$ cat src/rtl/nnfp_pkg.sv
package nnfp_pkg;
  localparam int NORM_NONE    = 0;
  localparam int NORM_LIMITED = 1;
  localparam int RND_TRUNC    = 0;
  localparam int RND_HUB      = 1;
  localparam int MAX_LSHIFT   = 2;
endpackage

$ cat src/rtl/nnfp_align.sv
module nnfp_align #(
  parameter int EXP_W = 8,
  parameter int MAN_W = 23,
  parameter int HB    = 1
) (
  input  logic [EXP_W+MAN_W:0]   op_a,
  input  logic [EXP_W+MAN_W:0]   op_b,
  output logic [EXP_W-1:0]       exp_big,
  output logic [MAN_W+HB-1:0]    sig_big,
  output logic [MAN_W+HB-1:0]    sig_small,
  output logic                   sign_big,
  output logic                   sign_small,
  output logic                   bypass,
  output logic [EXP_W+MAN_W:0]   pass_word
);
  localparam int EW = MAN_W + HB;

  logic [EXP_W-1:0] ea, eb, exp_small, diff;
  logic [MAN_W-1:0] ma, mb;
  logic [EW-1:0]    xa, xb, x_small;
  logic             a_big;
  logic [31:0]      diff32;

  assign ea = op_a[EXP_W+MAN_W-1:MAN_W];
  assign eb = op_b[EXP_W+MAN_W-1:MAN_W];
  assign ma = op_a[MAN_W-1:0];
  assign mb = op_b[MAN_W-1:0];

  generate
    if (HB != 0) begin : g_hub_ext
      assign xa = {ma, 1'b1};
      assign xb = {mb, 1'b1};
    end else begin : g_plain_ext
      assign xa = ma;
      assign xb = mb;
    end
  endgenerate

  assign a_big      = (ea >= eb);
  assign exp_big    = a_big ? ea : eb;
  assign exp_small  = a_big ? eb : ea;
  assign sign_big   = a_big ? op_a[EXP_W+MAN_W] : op_b[EXP_W+MAN_W];
  assign sign_small = a_big ? op_b[EXP_W+MAN_W] : op_a[EXP_W+MAN_W];
  assign sig_big    = a_big ? xa : xb;
  assign x_small    = a_big ? xb : xa;
  assign diff       = exp_big - exp_small;
  assign diff32     = 32'(diff);
  assign sig_small  = x_small >> diff;
  assign bypass     = diff32 > 32'(MAN_W);
  assign pass_word  = a_big ? op_a : op_b;

  // the aligned exponent is never below the other operand's exponent
  always_comb begin
    p_align_order_r5: assert (exp_big >= exp_small);
  end
endmodule

$ cat src/rtl/nnfp_addsub.sv
module nnfp_addsub #(
  parameter int EW = 24
) (
  input  logic [EW-1:0] sig_big,
  input  logic [EW-1:0] sig_small,
  input  logic          sign_big,
  input  logic          sign_small,
  output logic [EW:0]   mag,
  output logic          sign_out,
  output logic          is_zero
);
  logic eff_sub, small_wins;

  assign eff_sub    = sign_big ^ sign_small;
  assign small_wins = sig_small > sig_big;

  always_comb begin
    if (!eff_sub) begin
      mag      = {1'b0, sig_big} + {1'b0, sig_small};
      sign_out = sign_big;
    end else if (small_wins) begin
      mag      = {1'b0, sig_small} - {1'b0, sig_big};
      sign_out = sign_small;
    end else begin
      mag      = {1'b0, sig_big} - {1'b0, sig_small};
      sign_out = sign_big;
    end
  end

  assign is_zero = (mag == '0);

  // a magnitude subtraction never produces a carry out
  always_comb begin
    p_sub_no_carry_r4: assert (!(eff_sub && mag[EW]));
  end
endmodule

$ cat src/rtl/nnfp_norm.sv
module nnfp_norm #(
  parameter int EXP_W     = 8,
  parameter int MAN_W     = 23,
  parameter int HB        = 1,
  parameter int NORM_MODE = 1
) (
  input  logic [MAN_W+HB:0]    mag,
  input  logic [EXP_W-1:0]     exp_in,
  input  logic                 sign_in,
  input  logic                 is_zero,
  input  logic                 bypass,
  input  logic [EXP_W+MAN_W:0] pass_word,
  output logic [EXP_W+MAN_W:0] result
);
  import nnfp_pkg::*;
  localparam int EW = MAN_W + HB;
  localparam logic [EXP_W-1:0] EXP_MAX = {EXP_W{1'b1}};

  logic             carry, sat;
  logic [EW-1:0]    m_pre, m_fin;
  logic [EXP_W-1:0] e_pre, e_fin;

  assign carry = mag[EW];
  assign sat   = carry && (exp_in == EXP_MAX);

  always_comb begin
    if (carry) begin
      m_pre = mag[EW:1];
      e_pre = exp_in + 1'b1;
    end else begin
      m_pre = mag[EW-1:0];
      e_pre = exp_in;
    end
  end

  generate
    if (NORM_MODE == NORM_LIMITED) begin : g_limited
      logic [1:0] lz, sh;
      always_comb begin
        if (m_pre[EW-1])      lz = 2'd0;
        else if (m_pre[EW-2]) lz = 2'd1;
        else                  lz = 2'(MAX_LSHIFT);
        if (e_pre < EXP_W'(lz)) sh = e_pre[1:0];
        else                    sh = lz;
      end
      assign m_fin = m_pre << sh;
      assign e_fin = e_pre - EXP_W'(sh);

      // the left shift never wraps the exponent past zero
      always_comb begin
        p_no_wrap_r11: assert (e_fin <= e_pre);
      end
    end else begin : g_none
      assign m_fin = m_pre;
      assign e_fin = e_pre;
    end
  endgenerate

  always_comb begin
    if (bypass)       result = pass_word;
    else if (is_zero) result = '0;
    else if (sat)     result = {sign_in, EXP_MAX, {MAN_W{1'b1}}};
    else              result = {sign_in, e_fin, m_fin[EW-1:HB]};
  end
endmodule

$ cat src/rtl/nnfp_adder.sv
module nnfp_adder #(
  parameter int EXP_W      = 8,
  parameter int MAN_W      = 23,
  parameter int NORM_MODE  = 1,
  parameter int ROUND_MODE = 1
) (
  input  logic                 clk,
  input  logic                 rst,
  input  logic [EXP_W+MAN_W:0] op_a,
  input  logic [EXP_W+MAN_W:0] op_b,
  output logic [EXP_W+MAN_W:0] sum_q
);
  import nnfp_pkg::*;
  localparam int HB = (ROUND_MODE == RND_HUB) ? 1 : 0;
  localparam int EW = MAN_W + HB;

  logic [EXP_W-1:0]     exp_big;
  logic [EW-1:0]        sig_big, sig_small;
  logic                 sign_big, sign_small, bypass_c;
  logic [EXP_W+MAN_W:0] pass_c, result_c;
  logic [EW:0]          mag;
  logic                 sign_r, zero_c;

  nnfp_align #(.EXP_W(EXP_W), .MAN_W(MAN_W), .HB(HB)) u_align (
    .op_a(op_a), .op_b(op_b), .exp_big(exp_big), .sig_big(sig_big),
    .sig_small(sig_small), .sign_big(sign_big), .sign_small(sign_small),
    .bypass(bypass_c), .pass_word(pass_c)
  );

  nnfp_addsub #(.EW(EW)) u_addsub (
    .sig_big(sig_big), .sig_small(sig_small), .sign_big(sign_big),
    .sign_small(sign_small), .mag(mag), .sign_out(sign_r), .is_zero(zero_c)
  );

  nnfp_norm #(.EXP_W(EXP_W), .MAN_W(MAN_W), .HB(HB), .NORM_MODE(NORM_MODE)) u_norm (
    .mag(mag), .exp_in(exp_big), .sign_in(sign_r), .is_zero(zero_c),
    .bypass(bypass_c), .pass_word(pass_c), .result(result_c)
  );

  always_ff @(posedge clk) begin
    if (rst) sum_q <= '0;
    else     sum_q <= result_c;
  end

  // a far-apart operand pair forwards the larger word unchanged
  p_bypass_pass_r9: assert property (@(posedge clk) disable iff (rst)
    bypass_c |=> (sum_q == $past(pass_c)));

  // exact cancellation yields the all-zero word
  p_zero_clean_r8: assert property (@(posedge clk) disable iff (rst)
    (zero_c && !bypass_c) |=> (sum_q == '0));
endmodule

$ cat config.mk
export PLATFORM = sky130hd
export DESIGN_NAME = nnfp_adder
export DESIGN_NICKNAME = d
export VERILOG_FILES = /design/src/rtl/nnfp_pkg.sv /design/src/rtl/nnfp_align.sv /design/src/rtl/nnfp_addsub.sv /design/src/rtl/nnfp_norm.sv /design/src/rtl/nnfp_adder.sv
export SDC_FILE = /design/constraint.sdc
export NUM_CORES = 1
export LEC_CHECK = 0
export BUFFER_PORTS_ARGS = -buffer_cell sky130_fd_sc_hd__buf_2
export CORE_MARGIN = 3
export CORE_UTILIZATION = 40
export CTS_CLUSTER_DIAMETER = 200
export DETAILED_ROUTE_END_ITERATION = 12
export PLACE_DENSITY = 0.59
export SLEW_MARGIN = 10
export SYNTH_ARGS = -nofsm -noshare
export SYNTH_HDL_FRONTEND = slang
export SYNTH_HIERARCHICAL = 1
export SYNTH_SLANG_ARGS = --single-unit
$ cat constraint.sdc
create_clock -name clk -period 16.9 [get_ports clk]
set_input_delay 2.535 -clock clk [delete_from_list [all_inputs] [get_ports clk]]
set_output_delay 2.535 -clock clk [all_outputs]
set_load 0.005 [all_outputs]
==> impl_metrics.prom, run 1 <==
# TYPE chip_impl_metric gauge
chip_impl_metric{name="buffer_ports.inserted",unit=""} 97
chip_impl_info{name="startpoint",value="op_b[26]"} 1
chip_impl_metric{name="ys_types",unit=""} 101
chip_impl_metric{name="drtAntennaViolNets",unit=""} 0
chip_impl_metric{name="number_of_global_route_vias_before_repair",unit=""} 10400
chip_impl_metric{name="max_cap_viol_count",unit=""} 0
chip_impl_info{name="largest_family_of_logic_cells_by_synthesized_area",value="compound AO/OA/AOI/OAI gates"} 1
chip_impl_metric{name="final_max_slew_viol_count",unit=""} 0
chip_impl_metric{name="synth_fp_nets",unit=""} 1636
chip_impl_metric{name="hpwl",unit="mm"} 29.9
chip_impl_metric{name="drt-pass1-iter-count",unit=""} 5
chip_impl_metric{name="placementRows",unit=""} 58
chip_impl_metric{name="die_y",unit="microns"} 167
chip_impl_info{name="cpLargestDelayFamily",value="compound AO/OA/AOI/OAI gates"} 1
chip_impl_metric{name="min_period",unit="ns"} 14.72
chip_impl_metric{name="num-nets-final",unit=""} 1628
chip_impl_info{name="setup_repair_after_global_routing_missed_its_margin",value="no"} 1
chip_impl_metric{name="synth_fa_ha_area_share",unit="%"} 11.2
chip_impl_info{name="min-delay-path-class",value="in2reg"} 1
chip_impl_metric{name="routabilityCongestion",unit=""} 0.967
chip_impl_metric{name="dieWidth",unit="microns"} 167
chip_impl_metric{name="grt_antenna_before_repair",unit=""} 1
chip_impl_metric{name="cts_repair_resize_count",unit=""} 0
chip_impl_metric{name="synth-seq-area-share",unit="%"} 6.18
chip_impl_metric{name="critical_path_buf_inv_count",unit=""} 9
chip_impl_metric{name="timing.critical_path.fanout_max",unit=""} 34
chip_impl_metric{name="routed_via_density",unit=""} 6.22
chip_impl_metric{name="tritoncts.num_buffers",unit=""} 5
chip_impl_metric{name="initial_core_util",unit="%"} 40.9
chip_impl_info{name="clock-root-buffer",value="clkbuf_16"} 1
chip_impl_metric{name="yosys.area_share.simple",unit="%"} 27.1
chip_impl_metric{name="wire_length_of_the_first_global_routing_pass",unit="mm"} 58.5
chip_impl_metric{name="routed-via-count",unit=""} 11200
chip_impl_metric{name="floorplan.die_area",unit="sq um"} 27900
chip_impl_metric{name="antenna_cells_inserted",unit=""} 0
chip_impl_metric{name="first_iteration_detailed_routing_drc_count",unit=""} 1204
chip_impl_metric{name="hold_viol_final",unit=""} 0
chip_impl_metric{name="timing_worst_slew_pin_value",unit="ns"} 1.18
chip_impl_metric{name="cts_hold_bufs",unit=""} 0
chip_impl_metric{name="routed_wl_per_cell",unit="microns"} 20.8
chip_impl_metric{name="area.growth.synth_to_final",unit="%"} 4.81
chip_impl_metric{name="detail_route.drc_violations",unit=""} 0
chip_impl_metric{name="syn_inst",unit=""} 1479
chip_impl_metric{name="fillCellCount",unit=""} 2659
chip_impl_metric{name="floorplan.core_area",unit="sq um"} 25300
chip_impl_info{name="cpMostUsedCell",value="ha_1"} 1
chip_impl_info{name="postSynth.topFlopCell",value="dfxtp_1"} 1
chip_impl_metric{name="synth_area_per_cell",unit="sq um"} 7.01
chip_impl_metric{name="cts.repair_timing.setup_buffer_count",unit=""} 0
chip_impl_metric{name="worst-endpoint-required",unit="ns"} 17.11
chip_impl_metric{name="fin_total_pwr",unit="uW"} 1150
chip_impl_metric{name="timing.max_slew.rel_slack",unit="%"} 20.7
chip_impl_metric{name="post-route-period-util",unit="%"} 87.1
chip_impl_metric{name="largest_reg_flops",unit=""} 32
chip_impl_metric{name="power_leakage",unit="uW"} 0.00472
chip_impl_metric{name="power_per_cell_area",unit="nW/um^2"} 106
chip_impl_metric{name="grt_overflow",unit=""} 0
chip_impl_metric{name="postSynth.asyncResetShare",unit="%"} 0
chip_impl_info{name="regMostFlops",value="sum_q"} 1
chip_impl_metric{name="clk_transition_reported_paths",unit="ns"} 0.05
chip_impl_metric{name="grt_start_max_net_pins",unit=""} 70
chip_impl_metric{name="hold-worst-slack",unit="ns"} 2.73
chip_impl_info{name="timing.critical_path.slowest_stage_cell",value="a311oi_1"} 1
chip_impl_info{name="crit_path_end_kind",value="register"} 1
chip_impl_info{name="min_from",value="rst"} 1
chip_impl_metric{name="synthesis.area",unit="sq um"} 10400
chip_impl_metric{name="max_freq",unit="MHz"} 67.9
chip_impl_info{name="cts_tree",value="yes"} 1
chip_impl_metric{name="cts.sink_count",unit=""} 32
chip_impl_metric{name="critical_path_arrival",unit="ns"} 14.93
chip_impl_metric{name="power.ir.vdd_worst",unit="V"} 0.0000480
chip_impl_metric{name="overall_global_routing_usage",unit="%"} 25.5
chip_impl_metric{name="ioPinCount",unit=""} 98
chip_impl_info{name="run_status",value="finished, final reports clean"} 1
chip_impl_info{name="timing.setup.critical_path_class",value="in2reg"} 1
chip_impl_metric{name="synth-seq-cells",unit=""} 32
chip_impl_metric{name="synth-edff-count",unit=""} 0
chip_impl_info{name="worstSetupStartpointType",value="primary input"} 1
chip_impl_metric{name="postRouteWirelength",unit="mm"} 37.5
chip_impl_metric{name="ys_warn_count",unit=""} 6
chip_impl_metric{name="delay_contributed_by_the_slowest_stage_of_the_critical_path",unit="ns"} 0.99
chip_impl_metric{name="report.final.setup_viol",unit=""} 0
chip_impl_metric{name="yosys.area_share.xor_xnor",unit="%"} 3.04
chip_impl_info{name="largestRegisters",value="sum_q x32"} 1
chip_impl_metric{name="fraction_of_final_layout_cells_with_drive_strength_greater_than_1",unit="%"} 14.9
chip_impl_metric{name="max-clock-path-buffers",unit=""} 2
chip_impl_metric{name="cts.htree.levels",unit=""} 2
chip_impl_metric{name="synth_compound_gate_area_share",unit="%"} 29.3
chip_impl_metric{name="yosys-mux-area-fraction",unit="%"} 12.9
chip_impl_metric{name="finalSetupTns",unit="ns"} 0
cell families after synthesis:
logic type / Yosys count
AOI/OAI and AO/OA: 429
xor gates and xnor gates: 36
adders and majority gates: 91
buffers and inverters: 215
DFF: 32
muxes: 103
other: 1
and+or+nand+nor: 572
stage by stage:
stage | std cells | setup WS [ns] | util, % | cell area [sq um]
2_1_floorplan | 1479 | 4.43 | - | 10400
3_5_place_dp | 1794 | 2.06 | 42.3 | 10700
5_1_grt | 1802 | 1.17 | 42.9 | 10900
6_report | 1802 | 2.18 | 42.9 | 10900
3_3_place_gp | 1794 | 2.40 | 42.3 | 10700
4_1_cts | 1802 | 2.29 | 42.9 | 10900
cell usage after synthesis, types with 23 or more instances:
cell      count  area [sq um]
nor3_1       23           115
ha_1         88          1100
mux2i_1      72           721
a211oi_1     23           173
nand2_1     229           860
xnor2_1      26           228
buf_4        43           323
dfxtp_1      32           641
clkbuf_1     50           188
o21ai_0      65           325
mux4_2       24           541
a21oi_1     124           621
nand3_1      72           360
nor2b_1      58           363
inv_1        80           300
nor2_1       84           315
buf_2        27           135
where the power goes:
part           switching, uW  internal, uW  leakage, uW  total (uW)
sequential              4.14          94.8     0.000265        98.9
combinational            603           356      0.00438         959
clock                   30.9          57.9    0.0000766        88.9
total                    638           509      0.00472        1150
placed cells by master, fill, tap and decap left out, drive strengths merged, types with 6 or more instances in the layout:
cell type	netlist	routed
a221oi	11	11
inv	82	82
o32ai	8	8
nand2	229	229
a2111oi	11	11
or3	12	12
nand4	16	16
mux2i	72	72
a211oi	29	29
o31ai	11	11
a21oi	135	135
buf	83	118
mux2	7	7
a22o	7	7
ha	88	88
or2	7	7
o21ai	73	73
o211ai	16	16
nor4	9	9
a31oi	14	14
o21a	8	8
nand3	74	74
a22oi	7	7
nand3b	6	6
nand2b	16	16
xor2	10	10
nor2b	58	58
clkbuf	50	6
nor2	85	85
xnor2	26	26
mux4	24	24
o21bai	11	11
dfxtp	32	32
nor3	30	30
a21o	22	22
and3	10	10
worst paths after layout:
path	to	cells past startpoint
worst max-delay path	sum_q[29]$_SDFF_PP0_	45
worst min-delay path	sum_q[1]$_SDFF_PP0_	2
layout make-up:
| class | count | area [sq um] | share of cell area [%] |
|---|---|---|---|
| inverters | 82 | 308 | 2.83 |
| well taps | 330 | 413 | 3.80 |
| multi-input cells | 1232 | 8720 | 80.2 |
| flip-flops and latches | 32 | 641 | 5.89 |
| clock inverters | 2 | 10.0 | 0.0921 |
| clock buffers | 6 | 139 | 1.28 |
| repair buffers | 118 | 643 | 5.92 |
metal layers:
metal	vias to the layer above	global-route usage [%]	wire length, microns
li1	5330	-	-
met2	533	40.2	16700
met1	5260	35.0	16100
met5	-	0	7
met3	83	4.91	3240
met4	2	8.86	1490
No activity file was read; power rests on OpenSTA's default activity.
==> run 2: changes to the inputs <==
- BUFFER_PORTS_ARGS: -buffer_cell sky130_fd_sc_hd__buf_2 -> not set
- DONT_BUFFER_PORTS: not set -> 1
- PLACE_DENSITY: 0.59 -> 0.55
==> impl_metrics.prom, run 2 (synthesis results as in run 1) <==
# TYPE chip_impl_metric gauge
chip_impl_metric{name="post-route-period-util",unit="%"} 86.4
chip_impl_metric{name="cts_hold_bufs",unit=""} 0
chip_impl_metric{name="floorplan.die_area",unit="sq um"} 27900
chip_impl_metric{name="finalSetupTns",unit="ns"} 0
chip_impl_metric{name="num-nets-final",unit=""} 1532
chip_impl_metric{name="timing_worst_slew_pin_value",unit="ns"} 1.29
chip_impl_metric{name="routabilityCongestion",unit=""} 0.964
chip_impl_metric{name="worst-endpoint-required",unit="ns"} 17.11
chip_impl_metric{name="hpwl",unit="mm"} 29.3
chip_impl_metric{name="delay_contributed_by_the_slowest_stage_of_the_critical_path",unit="ns"} 0.99
chip_impl_info{name="crit_path_end_kind",value="register"} 1
chip_impl_metric{name="drt-pass1-iter-count",unit=""} 5
chip_impl_metric{name="final_max_slew_viol_count",unit=""} 0
chip_impl_metric{name="timing.max_slew.rel_slack",unit="%"} 13.3
chip_impl_info{name="layout_common_cells",value="nand2_1, a21oi_1, ha_1, nor2_1, inv_1"} 1
chip_impl_metric{name="area.growth.synth_to_final",unit="%"} 0.277
chip_impl_metric{name="tritoncts.num_buffers",unit=""} 5
chip_impl_info{name="worstSetupStartpointType",value="primary input"} 1
chip_impl_metric{name="antenna_cells_inserted",unit=""} 0
chip_impl_info{name="most_common_cell_after_layout_fill_and_taps_aside",value="nand2_1"} 1
chip_impl_metric{name="fillCellCount",unit=""} 2673
chip_impl_metric{name="timing.critical_path.fanout_max",unit=""} 37
chip_impl_info{name="cpMostUsedCell",value="ha_1"} 1
chip_impl_info{name="run_status",value="finished, final reports clean"} 1
chip_impl_info{name="regMostFlops",value="sum_q"} 1
chip_impl_metric{name="die_y",unit="microns"} 167
chip_impl_metric{name="buffer_ports.inserted",unit=""} 0
chip_impl_metric{name="hold_viol_final",unit=""} 0
chip_impl_metric{name="max-clock-path-buffers",unit=""} 2
chip_impl_metric{name="grt_antenna_before_repair",unit=""} 0
chip_impl_metric{name="fin_total_pwr",unit="uW"} 1120
chip_impl_metric{name="fraction_of_final_layout_cells_with_drive_strength_greater_than_1",unit="%"} 9.01
chip_impl_metric{name="initial_core_util",unit="%"} 40.9
chip_impl_metric{name="critical_path_arrival",unit="ns"} 14.81
chip_impl_metric{name="detail_route.drc_violations",unit=""} 0
chip_impl_metric{name="cts.sink_count",unit=""} 32
chip_impl_metric{name="placementRows",unit=""} 58
chip_impl_metric{name="clk_transition_reported_paths",unit="ns"} 0.05
chip_impl_info{name="setup_repair_after_global_routing_missed_its_margin",value="no"} 1
chip_impl_info{name="timing.setup.critical_path_class",value="in2reg"} 1
chip_impl_metric{name="cts.repair_timing.setup_buffer_count",unit=""} 0
chip_impl_info{name="cts_tree",value="yes"} 1
chip_impl_metric{name="routed-via-count",unit=""} 10700
chip_impl_metric{name="largest_reg_flops",unit=""} 32
chip_impl_metric{name="max_freq",unit="MHz"} 68.5
chip_impl_metric{name="grt_start_max_net_pins",unit=""} 59
chip_impl_metric{name="overall_global_routing_usage",unit="%"} 25.2
chip_impl_metric{name="routed_via_density",unit=""} 6.30
chip_impl_metric{name="cts_repair_resize_count",unit=""} 0
chip_impl_metric{name="power_per_cell_area",unit="nW/um^2"} 108
chip_impl_metric{name="postRouteWirelength",unit="mm"} 36.9
chip_impl_metric{name="routed_wl_per_cell",unit="microns"} 21.6
chip_impl_metric{name="max_cap_viol_count",unit=""} 0
chip_impl_metric{name="report.final.setup_viol",unit=""} 0
chip_impl_info{name="min-delay-path-class",value="in2reg"} 1
chip_impl_metric{name="ioPinCount",unit=""} 98
chip_impl_metric{name="number_of_global_route_vias_before_repair",unit=""} 10100
chip_impl_metric{name="grt_overflow",unit=""} 0
chip_impl_info{name="clock-root-buffer",value="clkbuf_16"} 1
chip_impl_metric{name="regArea",unit="sq um"} 641
chip_impl_metric{name="floorplan.core_area",unit="sq um"} 25300
chip_impl_info{name="timing.critical_path.slowest_stage_cell",value="or2_1"} 1
chip_impl_metric{name="first_iteration_detailed_routing_drc_count",unit=""} 1041
chip_impl_metric{name="cts.htree.levels",unit=""} 2
chip_impl_info{name="largestRegisters",value="sum_q x32"} 1
chip_impl_metric{name="multi_input_area",unit="sq um"} 8720
chip_impl_metric{name="wire_length_of_the_first_global_routing_pass",unit="mm"} 57.8
chip_impl_metric{name="dieWidth",unit="microns"} 167
chip_impl_metric{name="drtAntennaViolNets",unit=""} 0
chip_impl_metric{name="min_period",unit="ns"} 14.60
chip_impl_metric{name="power_leakage",unit="uW"} 0.00432
chip_impl_metric{name="power.ir.vdd_worst",unit="V"} 0.0000577
## run 2: through the flow
| step | std cells | area (sq um) | util (%) | hold WS [ns] | worst slack [ns] |
|---|---|---|---|---|---|
| 3_3_place_gp | 1698 | 10200 | 40.5 | 2.61 | 2.44 |
| 2_1_floorplan | 1479 | 10400 | - | 2.61 | 4.43 |
| 4_1_cts | 1706 | 10400 | 41.1 | 2.33 | 2.42 |
| 5_1_grt | 1706 | 10400 | 41.1 | 2.32 | 1.32 |
| 3_5_place_dp | 1698 | 10200 | 40.5 | 2.61 | 2.18 |
| 6_report | 1706 | 10400 | 41.1 | 2.33 | 2.30 |
## run 2: critical path: cells and delay by family
kind | cells | cell delay [ns]
fa+ha+maj | 6 | 1.70
simple gates | 10 | 2.22
mux | 4 | 1.39
buf+inv | 8 | 1.62
xor+xnor | 1 | 0.18
compound gates | 16 | 5.11
## run 2: report_power, final
part | total, uW | switching, uW | leakage (uW) | internal [uW]
clock | 87.5 | 29.6 | 0.0000766 | 57.9
combinational | 926 | 585 | 0.00398 | 340
sequential | 106 | 10.3 | 0.000265 | 95.3
total | 1120 | 625 | 0.00432 | 493
## run 2: cell type report
type / count / share of cell area [%]
multi-input combinational: 1232 / 83.9
sequential: 32 / 6.16
tap: 330 / 3.97
inverter: 82 / 2.96
timing repair buffer: 22 / 1.59
clock buffer: 6 / 1.34
clock inverter: 2 / 0.0963
## run 2: layer usage
layer | share of wire, % | routed length (microns) | GRT usage (%) | vias to the layer above
met5 | 0 | 0 | 0 | -
met4 | 3.2 | 1190 | 7.07 | 0
met3 | 8.8 | 3250 | 4.75 | 70
met2 | 44 | 16300 | 39.7 | 477
met1 | 44 | 16200 | 35.2 | 5059
li1 | - | - | - | 5136
## run 2: final timing paths
path	startpoint	endpoint	cells past startpoint
min	rst	sum_q[27]$_SDFF_PP0_	1
max	op_a[23]	sum_q[29]$_SDFF_PP0_	45
